File: config.mk
export PLATFORM = sky130hd
export DESIGN_NAME = vw_event_irq_ctrl
export DESIGN_NICKNAME = d
export VERILOG_FILES = /design/src/rtl/vw_irq_pkg.sv /design/src/rtl/vw_edge_detect.sv /design/src/rtl/vw_event_bank.sv /design/src/rtl/vw_top_status.sv /design/src/rtl/vw_event_irq_ctrl.sv
export SDC_FILE = /design/constraint.sdc
export NUM_CORES = 1
export LEC_CHECK = 0
export BUFFER_PORTS_ARGS = -buffer_cell sky130_fd_sc_hd__buf_2
export CORE_MARGIN = 3
export CORE_UTILIZATION = 59
export DETAILED_ROUTE_END_ITERATION = 10
export PLACE_DENSITY_LB_ADDON = 0.2
export SETUP_SLACK_MARGIN = 0.3
export SYNTH_ARGS = -nofsm -noshare
export SYNTH_HDL_FRONTEND = slang
export SYNTH_SLANG_ARGS = --single-unit
export TNS_END_PERCENT = 10
File: constraint.sdc
create_clock -name clk -period 3 [get_ports clk]
set_clock_uncertainty 0.15 [all_clocks]
set_input_delay 0.3 -clock clk [delete_from_list [all_inputs] [get_ports clk]]
set_output_delay 0.3 -clock clk [all_outputs]
set_load 0.005 [all_outputs]
File: src/rtl/vw_irq_pkg.sv
package vw_irq_pkg;
  localparam logic [2:0] TRIG_RISE = 3'b001;
  localparam logic [2:0] TRIG_BOTH = 3'b100;

  localparam int unsigned OFS_ENABLE = 0;
  localparam int unsigned OFS_TYPE0  = 1;
  localparam int unsigned OFS_TYPE1  = 2;
  localparam int unsigned OFS_TYPE2  = 3;
  localparam int unsigned OFS_STATUS = 4;

  localparam int unsigned TOP_STATUS_ADDR = 0;
  localparam int unsigned TOP_ENABLE_ADDR = 1;
endpackage

File: src/rtl/vw_edge_detect.sv
module vw_edge_detect
  import vw_irq_pkg::*;
#(
  parameter int unsigned W = 32
) (
  input  logic         clk,
  input  logic         rst_n,
  input  logic [W-1:0] lines,
  input  logic [W-1:0] type0,
  input  logic [W-1:0] type1,
  input  logic [W-1:0] type2,
  output logic [W-1:0] hit
);
  logic [W-1:0] prev_q;
  logic [W-1:0] prev_d;
  logic [W-1:0] rise;
  logic [W-1:0] fall;

  always_comb begin
    prev_d = lines;
    rise   = lines & ~prev_q;
    fall   = ~lines & prev_q;
  end

  always_ff @(posedge clk or negedge rst_n) begin
    if (!rst_n) prev_q <= '0;
    else        prev_q <= prev_d;
  end

  for (genvar i = 0; i < W; i++) begin : g_bit
    logic [2:0] code;
    assign code   = {type2[i], type1[i], type0[i]};
    assign hit[i] = (code == TRIG_BOTH) ? (rise[i] | fall[i]) :
                    (code == TRIG_RISE) ? rise[i] : 1'b0;

    // rising-only lines never report while the line sits low
    assert_rise_only_R3: assert property (@(posedge clk) disable iff (!rst_n)
      ((code == TRIG_RISE) && hit[i]) |-> lines[i]);
  end
endmodule

File: src/rtl/vw_event_bank.sv
module vw_event_bank
  import vw_irq_pkg::*;
#(
  parameter int unsigned W      = 32,
  parameter int unsigned ADDR_W = 5,
  parameter int unsigned BASE   = 8
) (
  input  logic              clk,
  input  logic              rst_n,
  input  logic [W-1:0]      lines,
  input  logic [ADDR_W-1:0] addr,
  input  logic [W-1:0]      wdata,
  input  logic              we,
  output logic [W-1:0]      rdata,
  output logic              summary
);
  localparam logic [ADDR_W-1:0] A_EN = ADDR_W'(BASE + OFS_ENABLE);
  localparam logic [ADDR_W-1:0] A_T0 = ADDR_W'(BASE + OFS_TYPE0);
  localparam logic [ADDR_W-1:0] A_T1 = ADDR_W'(BASE + OFS_TYPE1);
  localparam logic [ADDR_W-1:0] A_T2 = ADDR_W'(BASE + OFS_TYPE2);
  localparam logic [ADDR_W-1:0] A_ST = ADDR_W'(BASE + OFS_STATUS);

  logic [W-1:0] en_q, en_d;
  logic [W-1:0] t0_q, t0_d;
  logic [W-1:0] t1_q, t1_d;
  logic [W-1:0] t2_q, t2_d;
  logic [W-1:0] st_q, st_d;
  logic [W-1:0] clr;
  logic [W-1:0] hit;

  vw_edge_detect #(.W(W)) u_edge (
    .clk   (clk),
    .rst_n (rst_n),
    .lines (lines),
    .type0 (t0_q),
    .type1 (t1_q),
    .type2 (t2_q),
    .hit   (hit)
  );

  always_comb begin
    en_d = (we && addr == A_EN) ? wdata : en_q;
    t0_d = (we && addr == A_T0) ? wdata : t0_q;
    t1_d = (we && addr == A_T1) ? wdata : t1_q;
    t2_d = (we && addr == A_T2) ? wdata : t2_q;
    clr  = (we && addr == A_ST) ? wdata : '0;
    // a fresh edge overrides a same-cycle clear
    st_d = (st_q & ~clr) | (hit & en_q);
  end

  always_ff @(posedge clk or negedge rst_n) begin
    if (!rst_n) begin
      en_q <= '0;
      t0_q <= '0;
      t1_q <= '0;
      t2_q <= '0;
      st_q <= '0;
    end else begin
      en_q <= en_d;
      t0_q <= t0_d;
      t1_q <= t1_d;
      t2_q <= t2_d;
      st_q <= st_d;
    end
  end

  always_comb begin
    rdata = '0;
    case (addr)
      A_EN:    rdata = en_q;
      A_T0:    rdata = t0_q;
      A_T1:    rdata = t1_q;
      A_T2:    rdata = t2_q;
      A_ST:    rdata = st_q;
      default: rdata = '0;
    endcase
  end

  assign summary = |(st_q & en_q);

  assert_edge_latches_R2: assert property (@(posedge clk) disable iff (!rst_n)
    ((hit & en_q) != '0) |=> ((st_q & $past(hit & en_q)) == $past(hit & en_q)));

  assert_disabled_quiet_R5: assert property (@(posedge clk) disable iff (!rst_n)
    ((st_q & ~$past(st_q) & ~$past(en_q)) == '0));

  assert_w1c_R6: assert property (@(posedge clk) disable iff (!rst_n)
    (we && addr == A_ST) |=> ((st_q & $past(wdata) & ~$past(hit)) == '0));
endmodule

File: src/rtl/vw_top_status.sv
module vw_top_status
  import vw_irq_pkg::*;
#(
  parameter int unsigned W      = 32,
  parameter int unsigned ADDR_W = 5,
  parameter int unsigned A_BIT  = 8,
  parameter int unsigned B_BIT  = 22,
  parameter int unsigned HW_BIT = 31
) (
  input  logic              clk,
  input  logic              rst_n,
  input  logic              sum_a,
  input  logic              sum_b,
  input  logic              hw_evt,
  input  logic [ADDR_W-1:0] addr,
  input  logic [W-1:0]      wdata,
  input  logic              we,
  output logic [W-1:0]      rdata,
  output logic              irq
);
  localparam logic [ADDR_W-1:0] A_ST = ADDR_W'(TOP_STATUS_ADDR);
  localparam logic [ADDR_W-1:0] A_EN = ADDR_W'(TOP_ENABLE_ADDR);
  localparam logic [W-1:0] EN_MASK =
    (W'(1) << A_BIT) | (W'(1) << B_BIT) | (W'(1) << HW_BIT);

  logic         hw_q, hw_d;
  logic [W-1:0] en_q, en_d;
  logic [W-1:0] status;

  always_comb begin
    en_d = (we && addr == A_EN) ? (wdata & EN_MASK) : en_q;
    hw_d = hw_evt | (hw_q & ~(we && addr == A_ST && wdata[HW_BIT]));
  end

  always_ff @(posedge clk or negedge rst_n) begin
    if (!rst_n) begin
      hw_q <= 1'b0;
      en_q <= '0;
    end else begin
      hw_q <= hw_d;
      en_q <= en_d;
    end
  end

  always_comb begin
    status         = '0;
    status[A_BIT]  = sum_a;
    status[B_BIT]  = sum_b;
    status[HW_BIT] = hw_q;
  end

  always_comb begin
    case (addr)
      A_ST:    rdata = status;
      A_EN:    rdata = en_q;
      default: rdata = '0;
    endcase
  end

  assign irq = |(status & en_q);

  assert_hw_cause_R9: assert property (@(posedge clk) disable iff (!rst_n)
    hw_evt |=> status[HW_BIT]);

  assert_irq_gated_R10: assert property (@(posedge clk) disable iff (!rst_n)
    irq |-> (en_q != '0));
endmodule

File: src/rtl/vw_event_irq_ctrl.sv
module vw_event_irq_ctrl
  import vw_irq_pkg::*;
#(
  parameter int unsigned DATA_W = 32,
  parameter int unsigned ADDR_W = 5,
  parameter int unsigned BASE_A = 8,
  parameter int unsigned BASE_B = 16
) (
  input  logic              clk,
  input  logic              rst_n,
  input  logic [ADDR_W-1:0] bus_addr,
  input  logic [DATA_W-1:0] bus_wdata,
  input  logic              bus_we,
  output logic [DATA_W-1:0] bus_rdata,
  input  logic [DATA_W-1:0] grp_a_lines,
  input  logic [DATA_W-1:0] grp_b_lines,
  input  logic              link_reset_evt,
  output logic              irq
);
  logic [DATA_W-1:0] rd_a, rd_b, rd_top;
  logic              sum_a, sum_b;

  vw_event_bank #(.W(DATA_W), .ADDR_W(ADDR_W), .BASE(BASE_A)) u_bank_a (
    .clk     (clk),
    .rst_n   (rst_n),
    .lines   (grp_a_lines),
    .addr    (bus_addr),
    .wdata   (bus_wdata),
    .we      (bus_we),
    .rdata   (rd_a),
    .summary (sum_a)
  );

  vw_event_bank #(.W(DATA_W), .ADDR_W(ADDR_W), .BASE(BASE_B)) u_bank_b (
    .clk     (clk),
    .rst_n   (rst_n),
    .lines   (grp_b_lines),
    .addr    (bus_addr),
    .wdata   (bus_wdata),
    .we      (bus_we),
    .rdata   (rd_b),
    .summary (sum_b)
  );

  vw_top_status #(.W(DATA_W), .ADDR_W(ADDR_W)) u_top (
    .clk    (clk),
    .rst_n  (rst_n),
    .sum_a  (sum_a),
    .sum_b  (sum_b),
    .hw_evt (link_reset_evt),
    .addr   (bus_addr),
    .wdata  (bus_wdata),
    .we     (bus_we),
    .rdata  (rd_top),
    .irq    (irq)
  );

  // decoders are disjoint, so OR-combining is a clean mux
  assign bus_rdata = rd_a | rd_b | rd_top;
endmodule

==> out/metrics.yaml <==
firstDrtPassIters: 6
nets: 1942
routed_wl_um: 52200
diodes: 0
die_h_um: 182
synth_cells: 1541
layout_common_cells: "dfrtp_1 (386), mux2_2 (229), nand2_1 (144)"
cts.clk_slew.worst_paths_ns: 0.06
grt_remaining_overflow: 0
root_buffer: "clkbuf_16"
antenna_found_initial: 2
outcome: "finished, final reports clean"
cap_violations: 0
rsz0062_at_grt: "yes"
drv_slew: 0
track_usage_pct: 31.6
io_buffers: 137
row_count: 63
cp_top_family: "simple AND/OR/NAND/NOR gates"
grt_max_degree: 87
cts_sinks: 388
pin_count: 138
via_per_inst: 6.41
hp-class: "primary input to flop"
fin_tns_setup_ns: 0
cts_tree: "built"
worstSetupPathType: "flop to output port"
start_kind: "flop"
total_power_mw: 15.3
fillers: 2020
ys_seq_elements: 388
via_count: 14100
p_leak_nw: 10.2
worst_slew_pin_slew_ns: 0.718
setup_viol: 0
critical-path-slowest-cell: "dfrtp_1"
crit_path_max_fanout: 3
yosys_most_used_dff: "dfrtp_1"
regToRegSetupSlack_ns: 1.49
cts_buffers: 42
initial_core_util_pct: 60.9
whs_endpoint: "u_bank_b.t0_q[7]"
place_ws_ns: 0.371
drc: 0
hold_start: "bus_wdata[7]"
crit_buf_inv: 1
crit_arrival_ns: 2.32
worstReg2RegStart: "u_bank_a.u_edge.prev_q[6]"
grt_pass1_vias: 14500
place_congestion: 0.968
hold_depth: 2
critPathCaptureType: "output port"
yosysUniqueCellTypes: 39
syn_area_um2: 18400
worstPathRequired_ns: 2.55
finalHoldViolCount: 0
finalCritPeriodShare_pct: 92.3
yosysWarnings: 0
areaGrowthSynthToFinish_pct: 20.4
cp_cell_sequence: "a22oi_2, nand4_1, nor4_2, o2111a_1, nand3_2, buf_2"
rr_endpoint: "u_bank_a.st_q[6]"
postSynthAreaPerCell_um2: 11.9
core_area_um2: 30100
final_core_util_pct: 73.4
min_period_ns: 2.77
powerDensity_nw_per_um2: 693
dr.first_iter.drc_count: 1529
r2r_cells: 5
cts_buffer_depth: 3
hpwlAfterDp_um: 34100
ctsHtreeMaxLevel: 2
synth_area_leaders: "dfrtp_1 (53%), mux2_2 (14%), a22oi_1 (5.7%), ha_1 (4.4%), a32o_1 (3.5%)"
final_common_cell: "dfrtp_1"
ys_seq_area_share_pct: 52.9
grt_pass1_wl_um: 82500
die-width_um: 182
drive_gt1_share_pct: 28.9
ir_worst_vdd_v: 0.000464
fmax_ghz: 0.361
dieArea_um2: 33300
async_flop_share_pct: 100
clock_latency_ns: 0.53
wl_per_cell_um: 23.8
worst_hold_slack_ns: 0.0137
synth_top_area_cell: "dfrtp_1"
fin_ws_ns: 0.232
slowest_delay_ns: 0.41
final_antenna_net_count: 0
syn-num-nets: 1710
synth_edf_count: 0
synth_top_area_share_pct: 52.9
relSlewSlack_pct: 52.2
cell families (layout without fill, tap and decap cells):
group                    count (synthesis)  in the layout  synth area share (%)
flip-flops                             388            388                  52.9
AO/OA/AOI/OAI                          323            323                  14.1
AND/OR/NAND/NOR                        277            277                  7.80
multiplexers                           260            260                  16.0
buffers and inverters                  229            493                  4.92
adder cells (fa/ha/maj)                 64             64                  4.36
cells in the mapped netlist (2+ instances only):
cell        n
a222oi_1    5
a221oi_1   23
nor4_2      2
clkbuf_1   49
inv_1     130
nor3b_4     2
nand4_1    30
a22o_1     22
mux2_1     31
buf_2      32
nor2_1      4
nand2_1   144
and3_1     11
buf_1      17
dfrtp_1   388
nor4_1      2
o22ai_1    62
ha_1       64
mux2_2    229
a32o_1     65
o21ai_0     2
a22oi_1   139
nand2b_1   63
nand3_1    10
registers in the layout, indices dropped and copies added (netlist names), 3 cells and up:
name	flops
u_bank_b.en_q	32
u_bank_a.en_q	32
u_bank_a.st_q	32
u_bank_a.u_edge.prev_q	32
u_bank_a.t1_q	32
u_bank_b.t2_q	32
u_bank_a.t0_q	32
u_bank_b.st_q	32
u_bank_a.t2_q	32
u_top.en_q	3
u_bank_b.t1_q	32
u_bank_b.t0_q	32
u_bank_b.u_edge.prev_q	32
worst register-to-register path, cell delays in order, from the launching register on:
cell,delay (ns)
dfrtp_1,0.35
inv_1,0.05
ha_1,0.21
nand2b_1,0.15
o22ai_1,0.32
a32o_1,0.22
final cells by class:
| class | instances | area (µm²) | share of cell area, % |
|---|---|---|---|
| clock buffer | 61 | 1260 | 5.68 |
| clock inverter | 15 | 129 | 0.583 |
| inverter | 130 | 488 | 2.21 |
| multi-input combinational | 924 | 7860 | 35.6 |
| sequential | 388 | 9710 | 43.9 |
| tap | 390 | 488 | 2.21 |
| timing repair buffer | 287 | 2160 | 9.79 |
stage by stage:
| step | std cells | instance area, µm² |
|---|---|---|
| 2_1_floorplan | 1541 | 18400 |
| 3_3_place_gp | 2026 | 19700 |
| 3_5_place_dp | 2026 | 19700 |
| 4_1_cts | 2194 | 22100 |
| 5_1_grt | 2195 | 22100 |
| 6_report | 2195 | 22100 |
per-layer routing:
metal | global-route usage, % | vias up | share of wire, %
li1 | - | 6143 | -
met1 | 45.2 | 7184 | 42
met2 | 50.3 | 639 | 47
met3 | 5.12 | 94 | 8.1
met4 | 9.32 | 4 | 2.6
met5 | 0 | - | 0.052
power by group:
| part | switching, mW | internal (mW) |
|---|---|---|
| Sequential | 1.25 | 6.41 |
| Combinational | 1.09 | 1.42 |
| Clock | 2.09 | 3.08 |
| Total | 4.42 | 10.9 |
how the worst max path moves through the flow:
stage / from / endpoint / slack, ns / cells past startpoint
final: u_bank_b.st_q[21] / bus_rdata[22] / 0.23 / 6
after global routing: u_bank_b.st_q[21] / bus_rdata[22] / 0.18 / 6
after CTS: u_bank_b.en_q[30] / bus_rdata[22] / 0.26 / 6
after detailed placement: bus_addr[2] / bus_rdata[8] / 0.37 / 8
after global placement: bus_addr[2] / bus_rdata[8] / 0.42 / 8
after floorplan: bus_addr[4] / bus_rdata[11] / 0.76 / 7
timing repair:
item | in CTS | in global routing
hold buffers | 92 | 0
endpoints found under the hold margin | 251 | 0
setup endpoints to repair | 3 | 5
resized for setup | 14 | 6
pin swaps | 4 | 6
buffers inserted | 0 | 1
Power figures use the tool's default switching activity.
